## config.mk

```make
export PLATFORM = sky130hd
export DESIGN_NAME = rank_dram_mapper
export DESIGN_NICKNAME = d
export VERILOG_FILES = /design/src/rtl/rdm_pkg.sv /design/src/rtl/rdm_range_search.sv /design/src/rtl/rdm_bit_scatter.sv /design/src/rtl/rank_dram_mapper.sv
export SDC_FILE = /design/constraint.sdc
export NUM_CORES = 1
export LEC_CHECK = 0
export ABC_AREA = 1
export BUFFER_PORTS_ARGS = -buffer_cell sky130_fd_sc_hd__buf_4
export CAP_MARGIN = 20
export CORE_AREA = 3 3 497 499
export DETAILED_ROUTE_END_ITERATION = 6
export DIE_AREA = 0 0 500 502
export MAX_ROUTING_LAYER = met4
export SLEW_MARGIN = 0
export SYNTH_ARGS = -nofsm -noshare
export SYNTH_HDL_FRONTEND = slang
export SYNTH_SLANG_ARGS = --single-unit
```

## constraint.sdc

```tcl
create_clock -name clk -period 4.7 [get_ports clk]
set_input_delay 0.94 -clock clk [delete_from_list [all_inputs] [get_ports clk]]
set_output_delay 0.94 -clock clk [all_outputs]
set_load 0.005 [all_outputs]
```

## src/rtl/rdm_pkg.sv

```systemverilog
package rdm_pkg;
  localparam int CFG_W        = 32;
  localparam int VALID_BIT    = 31;
  localparam int WAY_LSB      = 28;
  localparam int LIM_LSB      = 1;
  localparam int LIM_W        = 11;
  localparam int LIM_SHIFT    = 29;
  localparam int OFF_LSB      = 2;
  localparam int OFF_W        = 14;
  localparam int OFF_SHIFT    = 26;
  localparam int CRANK_LSB    = 16;
  localparam int CRANK_W      = 4;
  localparam int TGT_KEEP_W   = CRANK_LSB + CRANK_W - OFF_LSB;
  localparam int SHIFT_CLOSED = 6;
  localparam int SHIFT_OPEN   = 13;
  localparam int ROW_W        = 18;
  localparam int COL_DATA_W   = 10;
  localparam int COL_W        = COL_DATA_W + 1;
  localparam int ROW_CNT_W    = 5;
  localparam int COL_CNT_W    = 4;

  // Source bit of each row bit, closed-page layout
  function automatic int row_src_closed(input int i);
    case (i)
      0: return 15;  1: return 16;  2: return 17;  3: return 18;
      4: return 20;  5: return 21;  6: return 22;  7: return 28;
      8: return 10;  9: return 11; 10: return 12; 11: return 13;
      default: return 17 + i;
    endcase
  endfunction

  // Source bit of each row bit, open-page layout
  function automatic int row_src_open(input int i);
    case (i)
      0: return 14;  1: return 15;  2: return 16;  3: return 20;
      4: return 28;
      default: return (i < 12) ? 16 + i : 17 + i;
    endcase
  endfunction

  function automatic int col_src_closed(input int i);
    case (i)
      0: return 3;  1: return 4;  2: return 5;  3: return 14;
      4: return 19;
      default: return 18 + i;
    endcase
  endfunction

  function automatic int col_src_open(input int i);
    return 3 + i;
  endfunction

  function automatic int col_src_fine(input int i);
    return (i < 3) ? 3 + i : 4 + i;
  endfunction
endpackage

```

## src/rtl/rdm_range_search.sv

```systemverilog
module rdm_range_search
  import rdm_pkg::*;
#(
  parameter int ADDR_W     = 40,
  parameter int NUM_RANGES = 4,
  parameter int WAY_SEL_W  = 2
) (
  input  logic [ADDR_W-1:0]           ca,
  input  logic                        closed_page,
  input  logic [NUM_RANGES*CFG_W-1:0] range_cfg,
  output logic                        hit,
  output logic [$clog2(NUM_RANGES)-1:0] sel,
  output logic [(1<<WAY_SEL_W)-2:0]   way_idx,
  output logic [ADDR_W-1:0]           rank_pre
);
  localparam int SEL_W = $clog2(NUM_RANGES);
  localparam int IDX_W = (1 << WAY_SEL_W) - 1;

  logic [ADDR_W-1:0]     lim [NUM_RANGES];
  logic [NUM_RANGES-1:0] match;

  for (genvar g = 0; g < NUM_RANGES; g++) begin : g_range
    logic [CFG_W-1:0]  w;
    logic [ADDR_W-1:0] lo;
    logic              unused_w;
    assign w        = range_cfg[g*CFG_W +: CFG_W];
    assign unused_w = ^{w[VALID_BIT-1], w[WAY_LSB-1:LIM_LSB+LIM_W], w[LIM_LSB-1:0]};
    assign lim[g]   = (ADDR_W'(w[LIM_LSB +: LIM_W]) << LIM_SHIFT)
                    | {{(ADDR_W-LIM_SHIFT){1'b0}}, {LIM_SHIFT{1'b1}}};
    if (g == 0) begin : g_first
      assign lo = '0;
    end else begin : g_next
      assign lo = lim[g-1];
    end
    assign match[g] = w[VALID_BIT] && (ca >= lo) && (ca <= lim[g]);
  end

  always_comb begin
    sel = '0;
    for (int i = NUM_RANGES - 1; i >= 0; i--) begin
      if (match[i]) sel = SEL_W'(i);
    end
  end
  assign hit = |match;

  logic [WAY_SEL_W-1:0] wsh;
  logic [3:0]           sh;
  logic [ADDR_W-1:0]    hi;

  always_comb begin
    wsh      = range_cfg[int'(sel)*CFG_W + WAY_LSB +: WAY_SEL_W];
    sh       = closed_page ? 4'(SHIFT_CLOSED) : 4'(SHIFT_OPEN);
    hi       = ca >> sh;
    way_idx  = hi[IDX_W-1:0] & ~({IDX_W{1'b1}} << wsh);
    rank_pre = ((hi >> wsh) << sh) | (ca & ~({ADDR_W{1'b1}} << sh));
  end
endmodule

```

## src/rtl/rdm_bit_scatter.sv

```systemverilog
module rdm_bit_scatter
  import rdm_pkg::*;
#(
  parameter int ADDR_W = 40
) (
  input  logic [ADDR_W-1:0]    ra,
  input  logic                 closed_page,
  input  logic                 fine_bank,
  input  logic                 bank_xor,
  input  logic [ROW_CNT_W-1:0] row_bits,
  input  logic [COL_CNT_W-1:0] col_bits,
  output logic [ROW_W-1:0]     row,
  output logic [COL_W-1:0]     col,
  output logic [1:0]           bank,
  output logic [1:0]           bank_group
);
  logic [ROW_W-1:0]      row_c, row_o, row_mask;
  logic [COL_DATA_W-1:0] col_c, col_o, col_f, col_mask, col_sel;
  logic                  unused_ra;

  assign unused_ra = ^{ra[2:0], ra[ADDR_W-1:35]};

  for (genvar g = 0; g < ROW_W; g++) begin : g_row
    localparam int SC = row_src_closed(g);
    localparam int SO = row_src_open(g);
    assign row_c[g]    = ra[SC];
    assign row_o[g]    = ra[SO];
    assign row_mask[g] = ROW_CNT_W'(g) < row_bits;
  end

  for (genvar g = 0; g < COL_DATA_W; g++) begin : g_col
    localparam int SC = col_src_closed(g);
    localparam int SO = col_src_open(g);
    localparam int SF = col_src_fine(g);
    assign col_c[g]    = ra[SC];
    assign col_o[g]    = ra[SO];
    assign col_f[g]    = ra[SF];
    assign col_mask[g] = COL_CNT_W'(g) < col_bits;
  end

  always_comb begin
    if (closed_page) begin
      col_sel    = col_c;
      bank       = {ra[9], ra[8]} ^ (bank_xor ? {ra[28], ra[22]} : 2'b00);
      bank_group = {ra[7], ra[6]} ^ (bank_xor ? {ra[21], ra[20]} : 2'b00);
    end else begin
      col_sel    = fine_bank ? col_f : col_o;
      bank       = {ra[19], ra[18]} ^ (bank_xor ? {ra[23], ra[22]} : 2'b00);
      bank_group = {ra[17], (fine_bank ? ra[6] : ra[13])}
                 ^ (bank_xor ? {ra[21], ra[20]} : 2'b00);
    end
    row = (closed_page ? row_c : row_o) & row_mask;
    col = {closed_page, col_sel & col_mask};
  end
endmodule

```

## src/rtl/rank_dram_mapper.sv

```systemverilog
module rank_dram_mapper
  import rdm_pkg::*;
#(
  parameter int ADDR_W     = 40,
  parameter int NUM_RANGES = 4,
  parameter int WAY_SEL_W  = 2,
  localparam int MAX_WAYS  = 1 << ((1 << WAY_SEL_W) - 1)
) (
  input  logic                                 clk,
  input  logic                                 rst,
  input  logic                                 start_i,
  input  logic [ADDR_W-1:0]                    chan_addr_i,
  input  logic                                 cfg_closed_page_i,
  input  logic                                 cfg_fine_bank_i,
  input  logic                                 cfg_bank_xor_i,
  input  logic [ROW_CNT_W-1:0]                 cfg_row_bits_i,
  input  logic [COL_CNT_W-1:0]                 cfg_col_bits_i,
  input  logic [NUM_RANGES*CFG_W-1:0]          cfg_ranges_i,
  input  logic [NUM_RANGES*MAX_WAYS*CFG_W-1:0] cfg_targets_i,
  output logic                                 done_o,
  output logic                                 valid_o,
  output logic [1:0]                           dimm_o,
  output logic [1:0]                           rank_o,
  output logic [ADDR_W-1:0]                    rank_addr_o,
  output logic [ROW_W-1:0]                     row_o,
  output logic [COL_W-1:0]                     col_o,
  output logic [1:0]                           bank_o,
  output logic [1:0]                           bank_group_o
);
  localparam int SEL_W = $clog2(NUM_RANGES);
  localparam int IDX_W = (1 << WAY_SEL_W) - 1;

  // Stage A: range search and interleave removal
  logic                  hit;
  logic [SEL_W-1:0]      sel;
  logic [IDX_W-1:0]      way_idx;
  logic [ADDR_W-1:0]     rank_pre;
  logic [CFG_W-1:0]      tgt;
  logic                  unused_tgt;

  rdm_range_search #(.ADDR_W(ADDR_W), .NUM_RANGES(NUM_RANGES), .WAY_SEL_W(WAY_SEL_W)) u_search (
    .ca(chan_addr_i), .closed_page(cfg_closed_page_i), .range_cfg(cfg_ranges_i),
    .hit(hit), .sel(sel), .way_idx(way_idx), .rank_pre(rank_pre)
  );

  assign tgt        = cfg_targets_i[(int'(sel)*MAX_WAYS + int'(way_idx))*CFG_W +: CFG_W];
  assign unused_tgt = ^{tgt[CFG_W-1:CRANK_LSB+CRANK_W], tgt[OFF_LSB-1:0]};

  logic                  va, hita, cla, fga, bxa;
  logic [ADDR_W-1:0]     prea;
  logic [TGT_KEEP_W-1:0] tgta;
  logic [ROW_CNT_W-1:0]  rba;
  logic [COL_CNT_W-1:0]  cba;

  always_ff @(posedge clk) begin
    if (rst) begin
      va <= 1'b0; hita <= 1'b0; cla <= 1'b0; fga <= 1'b0; bxa <= 1'b0;
      prea <= '0; tgta <= '0; rba <= '0; cba <= '0;
    end else begin
      va   <= start_i;
      hita <= hit;
      prea <= rank_pre;
      tgta <= tgt[OFF_LSB +: TGT_KEEP_W];
      cla  <= cfg_closed_page_i;
      fga  <= cfg_fine_bank_i;
      bxa  <= cfg_bank_xor_i;
      rba  <= cfg_row_bits_i;
      cba  <= cfg_col_bits_i;
    end
  end

  // Stage B: offset removal and bit scatter
  logic [ADDR_W-1:0]  ra;
  logic [CRANK_W-1:0] crank;
  logic [ROW_W-1:0]   row_n;
  logic [COL_W-1:0]   col_n;
  logic [1:0]         bank_n, bg_n;

  assign ra    = prea - (ADDR_W'(tgta[OFF_W-1:0]) << OFF_SHIFT);
  assign crank = tgta[CRANK_LSB-OFF_LSB +: CRANK_W];

  rdm_bit_scatter #(.ADDR_W(ADDR_W)) u_scatter (
    .ra(ra), .closed_page(cla), .fine_bank(fga), .bank_xor(bxa),
    .row_bits(rba), .col_bits(cba),
    .row(row_n), .col(col_n), .bank(bank_n), .bank_group(bg_n)
  );

  always_ff @(posedge clk) begin
    if (rst) begin
      done_o <= 1'b0; valid_o <= 1'b0; dimm_o <= '0; rank_o <= '0;
      rank_addr_o <= '0; row_o <= '0; col_o <= '0; bank_o <= '0; bank_group_o <= '0;
    end else begin
      done_o  <= va;
      valid_o <= va & hita;
      if (va) begin
        dimm_o       <= hita ? crank[3:2] : 2'b00;
        rank_o       <= hita ? crank[1:0] : 2'b00;
        rank_addr_o  <= hita ? ra : '0;
        row_o        <= hita ? row_n : '0;
        col_o        <= hita ? col_n : '0;
        bank_o       <= hita ? bank_n : 2'b00;
        bank_group_o <= hita ? bg_n : 2'b00;
      end
    end
  end

  assert_done_latency_R1: assert property (@(posedge clk) disable iff (rst)
    start_i |-> ##2 done_o);

  assert_no_spurious_done_R1: assert property (@(posedge clk) disable iff (rst)
    done_o |-> $past(start_i, 2));

  assert_miss_zero_R3: assert property (@(posedge clk) disable iff (rst)
    (done_o && !valid_o) |-> (row_o == '0 && col_o == '0 && rank_addr_o == '0
                              && dimm_o == 2'b00 && rank_o == 2'b00
                              && bank_o == 2'b00 && bank_group_o == 2'b00));

  assert_autoprecharge_R7: assert property (@(posedge clk) disable iff (rst)
    (done_o && valid_o) |-> (col_o[COL_W-1] == $past(cfg_closed_page_i, 2)));

  assert_row_width_R11: assert property (@(posedge clk) disable iff (rst)
    done_o |-> ((row_o >> $past(cfg_row_bits_i, 2)) == '0));
endmodule

```

After elaboration in Yosys (flattened, before gate mapping) --
Cells that the tools add are included.
Cells by class: reductions and logical operators 9, $add $sub $neg 3, muxes and demuxes 21, $lt $le $gt $ge 36, bitwise gates (word level) 12, shifts and indexed selects 7
Operators by type and width (number):
- 1024-bit by 12-bit variable part select with 20-bit output | 1
- 40-bit less-or-equal comparator | 4
- 128-bit by 32-bit variable part select with 2-bit output | 1
- 40-bit greater-or-equal comparator | 3
- 40-bit AND | 1
- 40-bit by 1-bit greater-or-equal comparator with 1-bit output (second input constant) | 1
- 4-bit by 5-bit less-than comparator with 1-bit output (first input constant) | 8
- 40-bit 2-to-1 mux | 1
- 40-bit inverter | 1
- 40-bit bitwise OR | 1
- 40-bit by 4-bit left shift with 40-bit output | 1
- 40-bit by 4-bit left shift with 40-bit output (first input constant) | 1
- 40-bit by 2-bit right shift with 40-bit output | 1
- 40-bit by 4-bit right shift with 40-bit output | 1
- 40-bit subtractor | 1
- 2-bit 2-to-1 mux | 13
- 3-bit by 5-bit less-than comparator with 1-bit output (first input constant) | 4
- 10-bit 2-to-1 mux | 2
- 18-bit AND | 1
- 18-bit 2-to-1 mux | 1
- 3-bit by 4-bit less-than comparator with 1-bit output (first input constant) | 4
- 12-bit 2-to-1 mux | 1
- 11-bit 2-to-1 mux | 1
- 10-bit AND | 1
- 17 further kinds | 33
Word-level totals: input bits 1207, bits in registers 151, output and inout bits 79, logic and storage cells 106

Depth between registers and ports, before layout --
depth after elaboration 14, depth in mapped cells 30, gate-level depth less buffers 28

Hierarchy --
A second synthesis with hierarchy kept.
Unflattened totals: cells, all modules 2771, area, all modules 15288.4 sq um
By module, submodules not included:
- rank_dram_mapper | times used 1, cells each 1922, sequential area each 3022.9 sq um, area an instance 11073.1 sq um
- rdm_range_search | times used 1, cells each 672, sequential area each 0.0 sq um, area an instance 3400.8 sq um
- rdm_bit_scatter | times used 1, cells each 177, sequential area each 0.0 sq um, area an instance 814.5 sq um

Least setup slack after synthesis --
OpenSTA, ideal clock, no wires.
path type input to register, start in cfg_ranges_i[75], end reg tgta[15], cell stages on the path 23, arrival 3421 ps, setup time 113 ps, slack 1166 ps, data required time 4587 ps, path buffers 2, cell sequence inv_1 -> ha_1 -> nand2_1 -> nor2_1 -> nand2_1 -> nor2_1 -> nand3_1 -> nand2_1 -> nand2_1 -> nor2_2 -> nand2_1 -> nand2_2 -> nand3_1 -> nand3_1 -> nand2_4 -> nor2_4 -> buf_4 -> clkbuf_1 -> nand3_1 -> a21oi_1 -> nor2_1 -> nor2_1 -> nor2_1
On the way: longest elaborated chain between the ends 14, elaborated cells on any way between the ends 16, classes of those cells 2 x add/sub; 2 x order compare; 3 x shift; 4 x mux; 2 x bitwise; 3 x reduce/logical
Ends and longest elaborated chain:
- from (decl) | RTL line rank_dram_mapper.sv:18 | input logic [NUM_RANGES*CFG_W-1:0] cfg_ranges_i,
- 40-bit greater-or-equal comparator | RTL line rdm_range_search.sv:35 | assign match[g] = w[VALID_BIT] && (ca >= lo) && (ca <= lim[g]);
- 1-bit logical AND (2 in a row) | RTL line rdm_range_search.sv:35
- 2-bit 2-to-1 mux (4 in a row) | RTL line rdm_range_search.sv:41 | if (match[i]) sel = SEL_W'(i);
- 7-bit by 5-bit adder with 8-bit output | RTL line rdm_range_search.sv:51 | wsh = range_cfg[int'(sel)*CFG_W + WAY_LSB +: WAY_SEL_W];
- 128-bit by 32-bit variable part select with 2-bit output | RTL line rdm_range_search.sv:51
- 3-bit by 2-bit left shift with 3-bit output | RTL line rdm_range_search.sv:54 | way_idx = hi[IDX_W-1:0] & ~({IDX_W{1'b1}} << wsh);
- 3-bit inverter | RTL line rdm_range_search.sv:54
- 3-bit AND | RTL line rdm_range_search.sv:54
- 5-bit by 3-bit adder with 6-bit output (*) | RTL line rank_dram_mapper.sv:46 | assign tgt = cfg_targets_i[(int'(sel)*MAX_WAYS + int'(way_idx))*CFG_W +: CFG_W];
- 1024-bit by 12-bit variable part select with 20-bit output (*) | RTL line rank_dram_mapper.sv:46
- to (signal assigned) | RTL line rank_dram_mapper.sv:63 | tgta <= tgt[OFF_LSB +: TGT_KEEP_W];
- to (decl) | RTL line rank_dram_mapper.sv:51 | logic [TGT_KEEP_W-1:0] tgta;
Mark *: on every way between the ends. The rest lies on a longest branch, timed or not. A chain may end at the register's enable or synchronous reset.

Worst setup path in the final report --
start in chan_addr_i[39], end reg tgta[11]
On the way: longest elaborated chain between the ends 14, elaborated cells on any way between the ends 28, classes of those cells 2 x add/sub; 8 x order compare; 4 x shift; 4 x mux; 2 x bitwise; 8 x reduce/logical
Ends and longest elaborated chain:
- from (decl) | RTL line rank_dram_mapper.sv:12 | input logic [ADDR_W-1:0] chan_addr_i,
- 40-bit greater-or-equal comparator | RTL line rdm_range_search.sv:35
- 1-bit logical AND (2 in a row) | RTL line rdm_range_search.sv:35
- 2-bit 2-to-1 mux (4 in a row) | RTL line rdm_range_search.sv:41
- 7-bit by 5-bit adder with 8-bit output | RTL line rdm_range_search.sv:51
- 128-bit by 32-bit variable part select with 2-bit output | RTL line rdm_range_search.sv:51
- 3-bit by 2-bit left shift with 3-bit output | RTL line rdm_range_search.sv:54
- 3-bit inverter | RTL line rdm_range_search.sv:54
- 3-bit AND | RTL line rdm_range_search.sv:54
- 5-bit by 3-bit adder with 6-bit output (*) | RTL line rank_dram_mapper.sv:46
- 1024-bit by 12-bit variable part select with 20-bit output (*) | RTL line rank_dram_mapper.sv:46
Marked as above.

==> metrics <==
TritonCTS Sinks=151; global-route wire length before repair=between 150000 and 200000 µm; maximum root-to-sink buffer count=2; cell area after synthesis=15900 µm²; number of core rows=roughly 180; clock tree from TritonCTS=yes; status=completed; H-tree depth=4; crit path launch type=input port; commonest cells after routing, fill and taps aside=buf_4, nand2_1, nand3_1; highest net fanout along the worst path=15; placer congestion estimate=0.910; syn_nets=4094; final setup violation count=0; switching power of the nets=3.43 mW; placement-stage worst setup slack=-665 ps; power per cell area=approximately 260 nW/µm²; routed length per placed instance=21.0 µm; Iteration-0 DRC Markers=approximately 1900; Relative slew margins=0.312; number of primary I/O pins=1286; classification of the worst-slack hold path=reg -> reg; multi-input logic area=10300 µm²; number of buffers inserted by hold repair at cts=0; share of the clock period used by the worst path after layout=0.965; leading cell type in the layout, fill and taps excluded=buf_4; Yosys Warn Count=0; vias in the first global route=~20000; startpoint-to-endpoint class of the critical path=in -> reg; final sum of negative setup slack=0 ps; worst path bufs/invs=6; residual overflow from global routing=0; required time at the worst-slack endpoint=5070 ps; leakage power=13.9 nW; length of the first detailed-routing pass in iterations=5; die area=~250000 µm²; number of failing hold endpoints at the final stage=0; vertical die dimension=around 500 µm; ys flop type=dfxtp_1; Cell Int Power=4.06 mW; number of remaining DRC errors=0; core occupancy in the finished layout=0.118; count of vias placed by the detailed router=22145; synthesized netlist cell count=about 2800; clock-pin slew on the worst setup and hold paths=70 ps; Port Buffer Count=between 700 and 800; slowest stage cell, crit path=nor2_1; Post-synth EDFFs=0; maximum frequency from static timing analysis=around 220 MHz; initial antenna violation count=96; fraction of final layout cells with drive strength greater than 1=0.306; sequential power share=0.200; peak supply drop=0.219 mV; total count of max-transition violations in the final report=0; effective utilization at floorplan=0.0656; number of flip-flops and latches in the synthesized netlist=151; core outline area=243000 µm²; async set or reset register ratio after synthesis=0; worst-margin pin slew=1020 ps; share of power burned in combinational logic=0.600; Distinct cells, synth=44; kind of end point of the critical path=flip-flop; vias per cell=3.17; Root Driver=clkbuf_16; share of the yosys chip area belonging to registers=0.190; horizontal die dimension=500 µm; fraction of power spent switching nets=0.458; residual antenna-violating net count after detailed routing=0; number of nets in the final layout=4978; total half-perimeter wirelength after legalization and detailed placement=129000 µm; worst setup margin=163 ps; unrepaired setup endpoints after global routing=yes; Critical Path Max Stage Delay=between 300 and 400 ps; Max-cap violations=0; part of the power in the clock network=0.200; Sequential cell area=about 3000 µm²; arrival time reported for the critical path endpoint=4910 ps; TritonCTS Buffers=17; Fin Clk Skew=16.6 ps; min cycle time layout=4540 ps; Mapped Avg Cell Area=about 5.6 µm²; final wirelength=146000 µm; layout-stage area growth over the synthesis result=79.3%; largest net degree at the start of global routing=69; # fillers=28557; family with the most delay on the worst path=simple AND/OR/NAND/NOR gates; combined global-route utilization of all metal layers=0.113; Clock Latency Late Sink=about 440 ps
per-layer routing:
layer | global-route usage | up-vias | routed length, µm
met4 | 0.0125 | 0 | 1750
met2 | 0.171 | 1018 | 63100
met3 | 0.0360 | 89 | 13000
li1 | - | 10997 | -
met1 | 0.151 | 10041 | 68400
met5 | - | - | 0
power groups by stage:
| stage | logic, mW | clock network [mW] | registers, mW |
|---|---|---|---|
| CTS | 4.58 | 1.52 | 1.50 |
| global placement | 4.56 | 0 | 1.53 |
| detailed placement | 4.55 | 0 | 1.53 |
| finish | 4.49 | 1.50 | 1.50 |
| floorplan | 1.94 | 0 | 1.46 |
| global route | 4.94 | 1.58 | 1.51 |
cell families (layout without fill, tap and decap cells):
group | Yosys count | count (layout) | share of synthesized area
and+or+nand+nor | 1703 | 1703 | 0.491
buffers and inverters | 640 | 1537 | 0.169
AOI/OAI and AO/OA | 267 | 267 | 0.0979
DFF | 151 | 151 | 0.190
adders and majority gates | 58 | 58 | 0.0460
muxes | 7 | 7 | 0.00440
xor gates and xnor gates | 3 | 3 | 0.00165
other | 0 | 50 | 0
through the flow:
step | std cells | power [mW] | hold slack, ps | area, µm²
global placement | 6892 | 6.09 | 426 | 27600
floorplan | 2829 | 3.40 | 420 | 15900
finish | 6978 | 7.49 | 444 | 28600
CTS | 6926 | 7.60 | 443 | 28300
global route | 6968 | 8.03 | 462 | 28500
detailed placement | 6892 | 6.08 | 427 | 27600
worst reg2reg max path, cell delays in order, from the launching register on:
cell and delay, ps:
dfxtp_1 370, ha_1 160, inv_1 60, fa_1 390
nand2_1 80, nand2_1 50, a21oi_1 160, nor2_1 80
o21ai_0 150, nand2_1 110, a21o_1 170, a21oi_1 170
nor2_1 80, o21ai_0 160, nand2_1 80, nand2_1 80
nand2_1 50, a21oi_1 200, a21oi_1 90, o21ai_0 110
nand2_1 60
state kept, by name, summed over array words and instances, names as in the netlist, 2 cells and up:
name          cells
cba               4
bank_group_o      2
prea             40
tgta             18
col_o            11
rba               5
dimm_o            2
rank_addr_o      40
row_o            18
rank_o            2
bank_o            2
path summary, 6_finish.rpt:
kind / startpoint / endpoint / slack, ps / cells past startpoint
setup reg to reg: tgta[0] / rank_addr_o[38] / 1740 / 20
setup / recovery: chan_addr_i[39] / tgta[11] / 160 / 26
hold / removal: prea[1] / rank_addr_o[1] / 440 / 1
hold reg to reg: prea[1] / rank_addr_o[1] / 440 / 1
timing repair:
| action | 4_1_cts | 5_1_grt |
|---|---|---|
| setup buffers | 2 | 1 |
| pin swaps | 1 | 1 |
| cloned | 0 | 1 |
| setup endpoints to repair | 8 | 18 |
| resized for setup | 3 | 25 |
synth_stat cells (all sizes together) (2+ instances only):
library cell	instances	area, µm²
a31oi	7	43.8
a21oi	72	360
nor2	152	591
xor2	2	17.5
clkbuf	94	353
o22ai	31	194
nand4	7	43.8
inv	436	1640
a22o	11	96.3
nand3b	141	1060
o21ai	107	536
a32o	9	90.1
dfxtp	151	3020
a211oi	2	15.0
a21o	4	30.0
o31ai	5	37.5
nor3	2	10.0
ha	57	713
o21a	5	37.5
buf	104	678
mux2i	7	70.1
nand3	648	3250
and3	2	12.5
o32ai	2	17.5
o2111ai	9	78.8
o211ai	2	15.0
clkinv	6	22.5
nand2	749	2850
final cells by class:
class                      count  share of cell area
multi-input combinational   2038               0.362
timing repair buffer        1063               0.307
inverter                     442              0.0586
clock inverter                15             0.00727
antenna                       50             0.00438
tap                         3202               0.140
sequential                   151               0.106
clock buffer                  17              0.0149
(Power assumes the default switching activity.)
